--- config.mk ---
export PLATFORM = sky130hd
export DESIGN_NAME = dual_ide_irq_unit
export DESIGN_NICKNAME = d
export VERILOG_FILES = /design/src/rtl/ide_irq_pkg.sv /design/src/rtl/ide_irq_ctrl.sv /design/src/rtl/ide_irq_dp.sv /design/src/rtl/dual_ide_irq_unit.sv
export SDC_FILE = /design/constraint.sdc
export NUM_CORES = 1
export LEC_CHECK = 0
export ABC_AREA = 1
export BUFFER_PORTS_ARGS = -buffer_cell sky130_fd_sc_hd__buf_2
export CAP_MARGIN = 10
export CORE_MARGIN = 2
export CORE_UTILIZATION = 40
export CTS_BUF_LIST = sky130_fd_sc_hd__clkbuf_2
export CTS_CLUSTER_DIAMETER = 30
export DETAILED_ROUTE_END_ITERATION = 16
export GPL_TIMING_DRIVEN = 0
export MAX_ROUTING_LAYER = met4
export PLACE_DENSITY = 0.74
export SLEW_MARGIN = 20
export SYNTH_ARGS = -nofsm -noshare
export SYNTH_HDL_FRONTEND = slang
export SYNTH_SLANG_ARGS = --single-unit
--- constraint.sdc ---
create_clock -name clk -period 3.3 [get_ports clk]
set_clock_uncertainty 0.05 [all_clocks]
set_input_delay 0.66 -clock clk [delete_from_list [all_inputs] [get_ports clk]]
set_output_delay 0.66 -clock clk [all_outputs]
set_load 0.05 [all_outputs]
--- src/rtl/ide_irq_pkg.sv ---
package ide_irq_pkg;

  localparam int NUM_CH = 2;
  localparam int BYTE_W = 8;

  // configuration-space byte addresses (decoded by software drivers)
  localparam logic [7:0] ADR_PEND_A0 = 8'h50;
  localparam logic [7:0] ADR_CH_EN   = 8'h51;
  localparam logic [7:0] ADR_PEND_A1 = 8'h57;
  localparam logic [7:0] ADR_MODE    = 8'h71;
  localparam logic [7:0] ADR_TIM0    = 8'h73;
  localparam logic [7:0] ADR_TIM1    = 8'h7B;

  // bit positions inside those bytes
  localparam int BIT_PEND_A0  = 2;
  localparam int BIT_PEND_A1  = 4;
  localparam int BIT_MODE_P0  = 2;
  localparam int BIT_MODE_P1  = 3;
  localparam int BIT_MODE_BK0 = 4;
  localparam int BIT_MODE_BK1 = 5;

  // byte lanes inside one window slice
  localparam logic [1:0] WIN_CMD  = 2'd0;
  localparam logic [1:0] WIN_MODE = 2'd1;
  localparam logic [1:0] WIN_STAT = 2'd2;
  localparam logic [1:0] WIN_TIM  = 2'd3;

  localparam logic [7:0] EN_RESET_BASE = 8'h04;
  localparam logic [7:0] EN_SECOND_BIT = 8'h08;

  typedef struct packed {
    logic [NUM_CH-1:0] pendSet;
    logic [NUM_CH-1:0] pendClr;
    logic              maskWr;
    logic [NUM_CH-1:0] maskVal;
    logic [NUM_CH-1:0] timWrCfg;
    logic [NUM_CH-1:0] timWrWin;
    logic              enWr;
    logic [BYTE_W-1:0] cfgVal;
    logic [BYTE_W-1:0] winVal;
  } ctlStrobe_t;

endpackage

--- src/rtl/ide_irq_ctrl.sv ---
module ide_irq_ctrl
  import ide_irq_pkg::*;
#(
  parameter int CFG_AW = 8,
  parameter int WIN_AW = 4
) (
  input  logic              clk,
  input  logic              rstN,
  input  logic [NUM_CH-1:0] chanIrq,
  input  logic [CFG_AW-1:0] cfgAddr,
  input  logic              cfgWrEn,
  input  logic [BYTE_W-1:0] cfgWrData,
  input  logic [WIN_AW-1:0] bmAddr,
  input  logic              bmWide,
  input  logic              bmWrEn,
  input  logic [BYTE_W-1:0] bmWrData,
  output ctlStrobe_t        strobe,
  output logic [NUM_CH-1:0] fwdCmdWr,
  output logic [NUM_CH-1:0] fwdStatWr,
  output logic [BYTE_W-1:0] fwdData
);

  localparam int CH_BIT = WIN_AW - 1;

  logic [NUM_CH-1:0] prevIrq;
  logic [NUM_CH-1:0] w1cReq;
  logic [NUM_CH-1:0] fallSeen;
  logic              winLegal;
  logic [1:0]        winLane;
  logic [CFG_AW-1:0] pendAdr [NUM_CH];
  logic [CFG_AW-1:0] timAdr  [NUM_CH];
  logic [BYTE_W-1:0] pendBit [NUM_CH];
  logic [BYTE_W-1:0] modeBit [NUM_CH];

  always_ff @(posedge clk or negedge rstN) begin
    if (!rstN) prevIrq <= '0;
    else       prevIrq <= chanIrq;
  end

  assign winLegal = bmWrEn && !bmWide && !bmAddr[2];
  assign winLane  = bmAddr[1:0];
  assign fwdData  = bmWrData;

  assign pendAdr[0] = CFG_AW'(ADR_PEND_A0);
  assign pendAdr[1] = CFG_AW'(ADR_PEND_A1);
  assign timAdr[0]  = CFG_AW'(ADR_TIM0);
  assign timAdr[1]  = CFG_AW'(ADR_TIM1);
  assign pendBit[0] = BYTE_W'(1) << BIT_PEND_A0;
  assign pendBit[1] = BYTE_W'(1) << BIT_PEND_A1;
  assign modeBit[0] = BYTE_W'(1) << BIT_MODE_P0;
  assign modeBit[1] = BYTE_W'(1) << BIT_MODE_P1;

  for (genvar ch = 0; ch < NUM_CH; ch++) begin : g_chan
    logic sliceHit;
    assign sliceHit = winLegal && (bmAddr[CH_BIT] == 1'(ch));

    assign w1cReq[ch] = cfgWrEn &&
        (((cfgAddr == pendAdr[ch]) && |(cfgWrData & pendBit[ch])) ||
         ((cfgAddr == CFG_AW'(ADR_MODE)) && |(cfgWrData & modeBit[ch])));
    assign fallSeen[ch] = prevIrq[ch] && !chanIrq[ch];

    // a software clear beats the level; the level re-sets on the next edge
    assign strobe.pendSet[ch]  = chanIrq[ch] && !w1cReq[ch];
    assign strobe.pendClr[ch]  = w1cReq[ch] || fallSeen[ch];
    assign strobe.timWrCfg[ch] = cfgWrEn && (cfgAddr == timAdr[ch]);
    assign strobe.timWrWin[ch] = sliceHit && (winLane == WIN_TIM);
    assign fwdCmdWr[ch]        = sliceHit && (winLane == WIN_CMD);
    assign fwdStatWr[ch]       = sliceHit && (winLane == WIN_STAT);
  end

  assign strobe.maskWr  = winLegal && (winLane == WIN_MODE);
  assign strobe.maskVal = {bmWrData[BIT_MODE_BK1], bmWrData[BIT_MODE_BK0]};
  assign strobe.enWr    = cfgWrEn && (cfgAddr == CFG_AW'(ADR_CH_EN));
  assign strobe.cfgVal  = cfgWrData;
  assign strobe.winVal  = bmWrData;

  // a write-one clear never coexists with a set for the same channel
  p_clr_beats_set_r4: assert property (@(posedge clk) disable iff (!rstN)
    (strobe.pendClr & strobe.pendSet) == '0);

  // a falling request always yields a clear on that edge
  p_fall_clears_r2: assert property (@(posedge clk) disable iff (!rstN)
    $fell(chanIrq[0]) |-> strobe.pendClr[0]);

  // a wide access never reaches the forwarding strobes
  p_wide_quiet_r9: assert property (@(posedge clk) disable iff (!rstN)
    bmWide |-> (fwdCmdWr == '0 && fwdStatWr == '0 && !strobe.maskWr));

endmodule

--- src/rtl/ide_irq_dp.sv ---
module ide_irq_dp
  import ide_irq_pkg::*;
#(
  parameter int CFG_AW      = 8,
  parameter int WIN_AW      = 4,
  parameter bit SECONDARY_EN = 1'b0
) (
  input  logic                   clk,
  input  logic                   rstN,
  input  ctlStrobe_t             strobe,
  input  logic [CFG_AW-1:0]      cfgAddr,
  input  logic [WIN_AW-1:0]      bmAddr,
  input  logic                   bmWide,
  input  logic [NUM_CH*BYTE_W-1:0] extCmdByte,
  input  logic [NUM_CH*BYTE_W-1:0] extStatByte,
  output logic [BYTE_W-1:0]      cfgRdData,
  output logic [BYTE_W-1:0]      bmRdData,
  output logic                   irqOut
);

  localparam int CH_BIT = WIN_AW - 1;
  localparam logic [BYTE_W-1:0] EN_RESET =
      EN_RESET_BASE | (SECONDARY_EN ? EN_SECOND_BIT : 8'h00);

  logic [NUM_CH-1:0] pendCfg;   // copies held in 0x50 / 0x57
  logic [NUM_CH-1:0] pendMode;  // copies held in 0x71
  logic [NUM_CH-1:0] blkMask;
  logic [BYTE_W-1:0] chEnReg;
  logic [BYTE_W-1:0] timReg [NUM_CH];

  logic [NUM_CH-1:0] pendCfgNext, pendModeNext, blkNext;
  logic [BYTE_W-1:0] modeByte;

  for (genvar ch = 0; ch < NUM_CH; ch++) begin : g_pend
    always_comb begin
      pendCfgNext[ch]  = pendCfg[ch];
      pendModeNext[ch] = pendMode[ch];
      if (strobe.pendClr[ch]) begin
        pendCfgNext[ch]  = 1'b0;
        pendModeNext[ch] = 1'b0;
      end else if (strobe.pendSet[ch]) begin
        pendCfgNext[ch]  = 1'b1;
        pendModeNext[ch] = 1'b1;
      end
    end

    always_ff @(posedge clk or negedge rstN) begin
      if (!rstN) begin
        timReg[ch] <= '0;
      end else if (strobe.timWrCfg[ch]) begin
        timReg[ch] <= strobe.cfgVal;
      end else if (strobe.timWrWin[ch]) begin
        timReg[ch] <= strobe.winVal;
      end
    end

    // a set strobe lands in both copies on the next edge
    p_set_both_r2: assert property (@(posedge clk) disable iff (!rstN)
      strobe.pendSet[ch] |=> (pendCfg[ch] && pendMode[ch]));

    // a clear strobe lands in both copies on the next edge
    p_clr_both_r4: assert property (@(posedge clk) disable iff (!rstN)
      strobe.pendClr[ch] |=> (!pendCfg[ch] && !pendMode[ch]));
  end

  assign blkNext = strobe.maskWr ? strobe.maskVal : blkMask;

  always_ff @(posedge clk or negedge rstN) begin
    if (!rstN) begin
      pendCfg  <= '0;
      pendMode <= '0;
      blkMask  <= '0;
      chEnReg  <= EN_RESET;
      irqOut   <= 1'b0;
    end else begin
      pendCfg  <= pendCfgNext;
      pendMode <= pendModeNext;
      blkMask  <= blkNext;
      if (strobe.enWr) chEnReg <= strobe.cfgVal;
      irqOut   <= |(pendModeNext & ~blkNext);
    end
  end

  always_comb begin
    modeByte = '0;
    modeByte[BIT_MODE_P0]  = pendMode[0];
    modeByte[BIT_MODE_P1]  = pendMode[1];
    modeByte[BIT_MODE_BK0] = blkMask[0];
    modeByte[BIT_MODE_BK1] = blkMask[1];
  end

  always_comb begin
    cfgRdData = '0;
    case (cfgAddr)
      CFG_AW'(ADR_PEND_A0): cfgRdData[BIT_PEND_A0] = pendCfg[0];
      CFG_AW'(ADR_PEND_A1): cfgRdData[BIT_PEND_A1] = pendCfg[1];
      CFG_AW'(ADR_CH_EN):   cfgRdData = chEnReg;
      CFG_AW'(ADR_MODE):    cfgRdData = modeByte;
      CFG_AW'(ADR_TIM0):    cfgRdData = timReg[0];
      CFG_AW'(ADR_TIM1):    cfgRdData = timReg[1];
      default:              cfgRdData = '0;
    endcase
  end

  always_comb begin
    logic winCh;
    winCh    = bmAddr[CH_BIT];
    bmRdData = '0;
    if (bmWide) begin
      bmRdData = '1;
    end else if (!bmAddr[2]) begin
      case (bmAddr[1:0])
        WIN_CMD:  bmRdData = extCmdByte[winCh*BYTE_W +: BYTE_W];
        WIN_MODE: bmRdData = modeByte;
        WIN_STAT: bmRdData = extStatByte[winCh*BYTE_W +: BYTE_W];
        default:  bmRdData = timReg[winCh];
      endcase
    end
  end

  // the two copies of every pending flag never drift apart
  p_copies_agree_r11: assert property (@(posedge clk) disable iff (!rstN)
    pendCfg == pendMode);

  // masks move only on an alias write through the window
  p_mask_hold_r6: assert property (@(posedge clk) disable iff (!rstN)
    !strobe.maskWr |=> $stable(blkMask));

  // the registered output follows the pending and mask state
  p_irq_follows_r5: assert property (@(posedge clk) disable iff (!rstN)
    irqOut == |(pendMode & ~blkMask));

endmodule

--- src/rtl/dual_ide_irq_unit.sv ---
module dual_ide_irq_unit
  import ide_irq_pkg::*;
#(
  parameter int CFG_AW       = 8,
  parameter int WIN_AW       = 4,
  parameter bit SECONDARY_EN = 1'b0
) (
  input  logic                     clk,
  input  logic                     rstN,
  input  logic [1:0]               chanIrq,
  input  logic [CFG_AW-1:0]        cfgAddr,
  input  logic                     cfgWrEn,
  input  logic [7:0]               cfgWrData,
  output logic [7:0]               cfgRdData,
  input  logic [WIN_AW-1:0]        bmAddr,
  input  logic                     bmWide,
  input  logic                     bmWrEn,
  input  logic [7:0]               bmWrData,
  output logic [7:0]               bmRdData,
  input  logic [15:0]              extCmdByte,
  input  logic [15:0]              extStatByte,
  output logic [1:0]               fwdCmdWr,
  output logic [1:0]               fwdStatWr,
  output logic [7:0]               fwdData,
  output logic                     irqOut
);

  ctlStrobe_t strobe;

  ide_irq_ctrl #(.CFG_AW(CFG_AW), .WIN_AW(WIN_AW)) u_ctrl (
    .clk       (clk),
    .rstN      (rstN),
    .chanIrq   (chanIrq),
    .cfgAddr   (cfgAddr),
    .cfgWrEn   (cfgWrEn),
    .cfgWrData (cfgWrData),
    .bmAddr    (bmAddr),
    .bmWide    (bmWide),
    .bmWrEn    (bmWrEn),
    .bmWrData  (bmWrData),
    .strobe    (strobe),
    .fwdCmdWr  (fwdCmdWr),
    .fwdStatWr (fwdStatWr),
    .fwdData   (fwdData)
  );

  ide_irq_dp #(.CFG_AW(CFG_AW), .WIN_AW(WIN_AW), .SECONDARY_EN(SECONDARY_EN)) u_dp (
    .clk         (clk),
    .rstN        (rstN),
    .strobe      (strobe),
    .cfgAddr     (cfgAddr),
    .bmAddr      (bmAddr),
    .bmWide      (bmWide),
    .extCmdByte  (extCmdByte),
    .extStatByte (extStatByte),
    .cfgRdData   (cfgRdData),
    .bmRdData    (bmRdData),
    .irqOut      (irqOut)
  );

endmodule

# Yosys cells after proc, flatten, opt, wreduce, memory -nomap -nowiden
# Cells that the tools add are included.
word_totals:
  register_bits: 33
  input_bits: 67
  output_inout_bits: 29
  word_cells: 89
op_classes:
  n_lt_le_gt_ge: 1
  n_eq_ne: 9
  n_shift: 2
  mux: 24
  bitwise_logic: 4
  n_reduce_logical: 40
op_table:
  columns: ["op", "n"]
  rows:
  - ["8-bit 2-to-1 mux", 9]
  - ["8-bit by 7-bit == test with 1-bit output, second input constant", 6]
  - ["16-bit by 5-bit variable part select with 8-bit output", 2]
  - ["1-bit logical AND", 24]
  - ["8-bit case mux with 3 select lines", 1]
  - ["3-bit case mux with 4 select lines", 1]
  - ["1-bit case mux with 5 select lines", 2]
  - ["1-bit 2-to-1 mux", 8]
  - ["2-bit nonzero test", 4]
  - ["1-bit zero test", 6]
  - ["2-bit case mux with 3 select lines", 1]
  - ["2-bit == test, second input constant", 2]
  - ["1-bit logical OR", 4]
  - ["1-bit case mux with 4 select lines", 1]
  - ["2-bit bitwise AND", 1]
  - ["2-bit by 1-bit == test with 1-bit output, second input constant", 1]
  - ["2-bit greater-or-equal comparator, second input constant", 1]
  - ["2-bit zero test", 1]
  - ["2-bit 2-to-1 mux", 1]
  - ["1-bit NOT with 2-bit output", 1]
  - ["2-bit NOT", 1]
  - ["2-bit OR reduction", 1]
  - ["1-bit NOT", 1]

# Longest topological paths before layout
depth:
  depth_word: 10
  mapped_depth: 11
  mapped_depth_nobuf: 10

# Cells and area by module
# Synthesis repeated with hierarchy kept, for this count alone.
unflattened:
  cells_unflattened: 418
  area_unflattened_um2: 2736.4
modules_own_cells:
  columns: ["module", "instances", "cells_each", "area_per_inst_um2"]
  rows:
  - ["ide_irq_dp", 1, 334, 2244.7]
  - ["ide_irq_ctrl", 1, 84, 491.7]

# Least setup slack after synthesis
# Ideal clock, no wire load.
synth_timing:
  path_kind: "input to output"
  start: "input bmAddr[3]"
  end: "output fwdCmdWr[0]"
  arrival_time_ns: 2.217
  required_ns: 2.590
  setup_slack_ns: 0.373
  cell_stages: 4
  n_path_buf: 1
  path_cell_list: "inv_1 > clkbuf_1 > nand2_1 > nor3_1"
synth_via:
  elab_chain_len: 3
synth_rtl:
  columns: ["element", "line", "source"]
  rows:
  - ["from (decl)", "dual_ide_irq_unit.sv:15", "input logic [WIN_AW-1:0] bmAddr,"]
  - ["1-bit NOT", "ide_irq_ctrl.sv:55", "assign sliceHit = winLegal && (bmAddr[CH_BIT] == 1'(ch));"]
  - ["1-bit logical AND", "ide_irq_ctrl.sv:55", null]
  - ["1-bit logical AND", "ide_irq_ctrl.sv:67", "assign fwdCmdWr[ch] = sliceHit && (winLane == WIN_CMD);"]
  - ["to (decl)", "dual_ide_irq_unit.sv:22", "output logic [1:0] fwdCmdWr,"]
# Every way passes these cells.

# Worst setup path after layout
layout_timing:
  start: "input bmAddr[3]"
  end: "output bmRdData[2]"
layout_via:
  elab_chain_len: 7
  elab_cells_between_ends: 9
layout_rtl:
  columns: ["element", "line", "source"]
  rows:
  - ["branches (longest 4 deep; another with 16-bit by 5-bit variable part select with 8-bit output)", null, null]
  - ["8-bit case mux with 3 select lines *", "ide_irq_dp.sv:112", "case (bmAddr[1:0])"]
  - ["8-bit 2-to-1 mux *", "ide_irq_dp.sv:111", "end else if (!bmAddr[2]) begin"]
  - ["8-bit 2-to-1 mux *", "ide_irq_dp.sv:109", "if (bmWide) begin"]
  - ["to (decl)", "dual_ide_irq_unit.sv:19", "output logic [7:0] bmRdData,"]
# Every way passes the cells marked *. The select of a mux whose other input is x is not followed.

==> results.py <==
metrics = {
    "setup_path": {
        "critPathKind": "in2out",
        "required_ns": 2.59,
        "crit_fanout": 10,
        "worst_setup_path_end_kind": "primary output",
        "cp_common_cell": "nand2_1",
        "critPathLaunchType": "primary input",
        "crit_chain": "buf_2 -> inv_1 -> clkbuf_1 -> o211ai_1 -> nand2_1 -> nand2_1 -> nand3_1 -> nand2_1 -> nand2_1 -> buf_2",
        "path_buf_inv": 4,
        "critPathTopFamily": "buffers and inverters",
        "slowest_stage": "clkbuf_1",
        "arrival_ns": 2.07,
        "cpPeakStageDelay_ns": 0.39,
    },
    "cts": {
        "cts_setup_buffers": 0,
        "cts_made_buffers": 5,
        "cts_tree": "yes",
        "clockBufferDepth": 2,
        "path_clk_slew_ns": 0.16,
        "post_cts_resized": 0,
        "cts-root-buf": "clkbuf_2",
        "postCtsHoldBufs": 0,
        "cts_sinks": 33,
        "clk_latency_ns": 0.38,
        "htree_levels": 2,
    },
    "route": {
        "wl_mm": 7.11,
        "ant_nets": 0,
        "post-route-drc-count": 0,
        "avgViaCountPerCell": 5.04,
        "drtPass1Iterations": 4,
        "vias": 2759,
        "wl_per_cell_um": 13.0,
        "drt_iter0_markers": 138,
    },
    "timing": {
        "tns_ns": 0,
        "fmax_ghz": 0.360,
        "slew_headroom_pct": 49.7,
        "finalCritPeriodShare_pct": 84.2,
        "setup_viol": 0,
        "fin_ws_ns": 0.522,
        "rsz0062_at_grt": "no",
        "hold_viol": 0,
        "worst_pin_slew_ns": 0.755,
        "slew_viol_final": 0,
        "hold_ws_ns": 0.270,
        "finalCriticalPeriod_ns": 2.78,
    },
    "yosys": {
        "syn_area_per_cell_sq_um": 6.51,
        "synth_top_area_share_pct": 33.2,
        "synthSimpleGateAreaFrac_pct": 34.8,
        "synth_seq_cells": 33,
        "synthTopCellsByArea": "dfrtp_1, nand2_1, o21ai_0",
        "synthXorXnorAreaFrac_pct": 0,
        "synth_compound_area_share_pct": 17.2,
        "ys_warn_count": 0,
        "syn_nets": 438,
        "synth_edf_count": 0,
        "yosysTopAreaCell": "dfrtp_1",
        "synth_top_family_by_area": "simple AND/OR/NAND/NOR gates",
        "ys_seq_area_share_pct": 34.3,
        "syn_inst": 371,
        "postSynth.asyncResetShare_pct": 100,
        "synthAdderAreaFrac_pct": 0,
        "netlist_area_sq_mm": 0.00241,
        "synth_mux_area_share_pct": 0,
        "ys.flop_type": "dfrtp_1",
        "yosys.cell_types.count": 31,
    },
    "final_layout": {
        "area_growth_pct": 24.8,
        "fill_cells": 600,
        "layout_commonest_cell": "nand2_1",
        "diodes": 0,
        "final_cell_mix": "nand2_1, buf_2, inv_1",
        "drive_above_1_share_pct": 28.2,
        "final_nets": 539,
    },
    "die": {
        "num_io_pins": 96,
        "die-area_sq_mm": 0.00667,
        "initial_utilization_pct": 41.0,
        "rows": 28,
        "die_width_um": 81.7,
        "coreArea_sq_mm": 0.00589,
        "die_h_um": 81.7,
    },
    "placed_design": {
        "dp_hpwl_mm": 5.58,
        "port_buffers": 94,
        "place_ws_ns": 0.515,
        "place_congestion": 0.916,
    },
    "run_status": {
        "status": "finished clean",
    },
    "flow_run": {
        "maxCapViolations": 0,
    },
    "min_path": {
        "hold_path_class": "in2async",
    },
    "power": {
        "power.density_mw_per_mm2": 342,
        "p_leak_nw": 1.71,
        "ir_drop_mv": 0.153,
    },
    "global_routing": {
        "grt_pass1_wl_mm": 11.2,
        "grtUsageTotal_pct": 22.6,
        "overflow": 0,
        "grt_max_degree": 34,
        "grt_pass1_vias": 2519,
        "antenna_found_initial": 0,
    },
}
[area by class of cell]
cell class | instances | area [sq um] | share of cell area [%]
multi-input cells | 269 | 1260 | 41.7
flip-flops and latches | 33 | 827 | 27.5
repair buffers | 94 | 470 | 15.6
inverters | 52 | 200 | 6.65
plain buffers | 17 | 130 | 4.32
well taps | 75 | 93.8 | 3.12
clock buffers | 6 | 30.0 | 0.997
clock inverters | 1 | 3.75 | 0.125
[cell families (layout without fill, tap and decap cells)]
kind of cell / after synthesis / after routing
simple gates: 195 / 195
compound gates: 74 / 74
buf+inv: 69 / 170
flops: 33 / 33
[path summary, 6_finish.rpt]
| check | start | to | slack, ns | cells after the start |
|---|---|---|---|---|
| max | bmAddr[3] | bmRdData[2] | 0.52 | 10 |
| max in group asynchronous | rstN | u_dp.timReg[11] | 2.44 | 1 |
| min reg2reg | u_dp.chEnReg[2] | u_dp.chEnReg[2] | 0.47 | 2 |
| min | rstN | u_ctrl.prevIrq[0] | 0.27 | 1 |
| max reg2reg | u_ctrl.prevIrq[1] | u_dp.irqOut | 2.26 | 4 |
| min in group clk | chanIrq[0] | u_ctrl.prevIrq[0] | 0.34 | 1 |
[state kept, by name, summed over array words and instances, names as in the netlist]
register / flops
u_dp.chEnReg: 8
u_dp.irqOut: 1
u_ctrl.prevIrq: 2
u_dp.pendCfg: 2
u_dp.timReg: 16
u_dp.pendMode: 2
u_dp.blkMask: 2
[power breakdown]
part	switching (mW)	leakage (nW)	internal (mW)
registers	0.0411	0.371	0.470
logic	0.218	1.31	0.114
clock network	0.137	0.0265	0.0494
total	0.396	1.71	0.634
[cells in the mapped netlist (2+ instances only)]
cell and instances:
nand2_1 109, o21ai_0 38, inv_1 48, inv_2 3, nand2_2 3, nor2_1 37
nor2_4 4, nor2_2 2, buf_4 10, nand3_1 32, buf_6 2, nor3_1 3
o211ai_1 4, dfrtp_1 32, o22ai_1 10, a21oi_1 15, o221ai_1 4, clkbuf_1 2
[per-layer routing]
metal  track usage [%]  wire (um)  vias to the layer above
li1                  -          -                     1394
met1              28.1       3130                     1224
met2              37.5       3200                      129
met3              3.85        656                       12
met4              7.17        116                        0
met5                 -          0                        -
[per-stage QoR]
stage	power (mW)	std cells	cell area, sq um	util [%]
2_1_floorplan	0.724	371	2410	-
3_3_place_gp	0.840	540	2980	50.6
3_5_place_dp	0.849	540	2980	50.6
4_1_cts	1.03	547	3010	51.2
5_1_grt	1.09	547	3010	51.2
6_report	1.03	547	3010	51.2
Note: power is estimated with default switching activity, not from simulation.
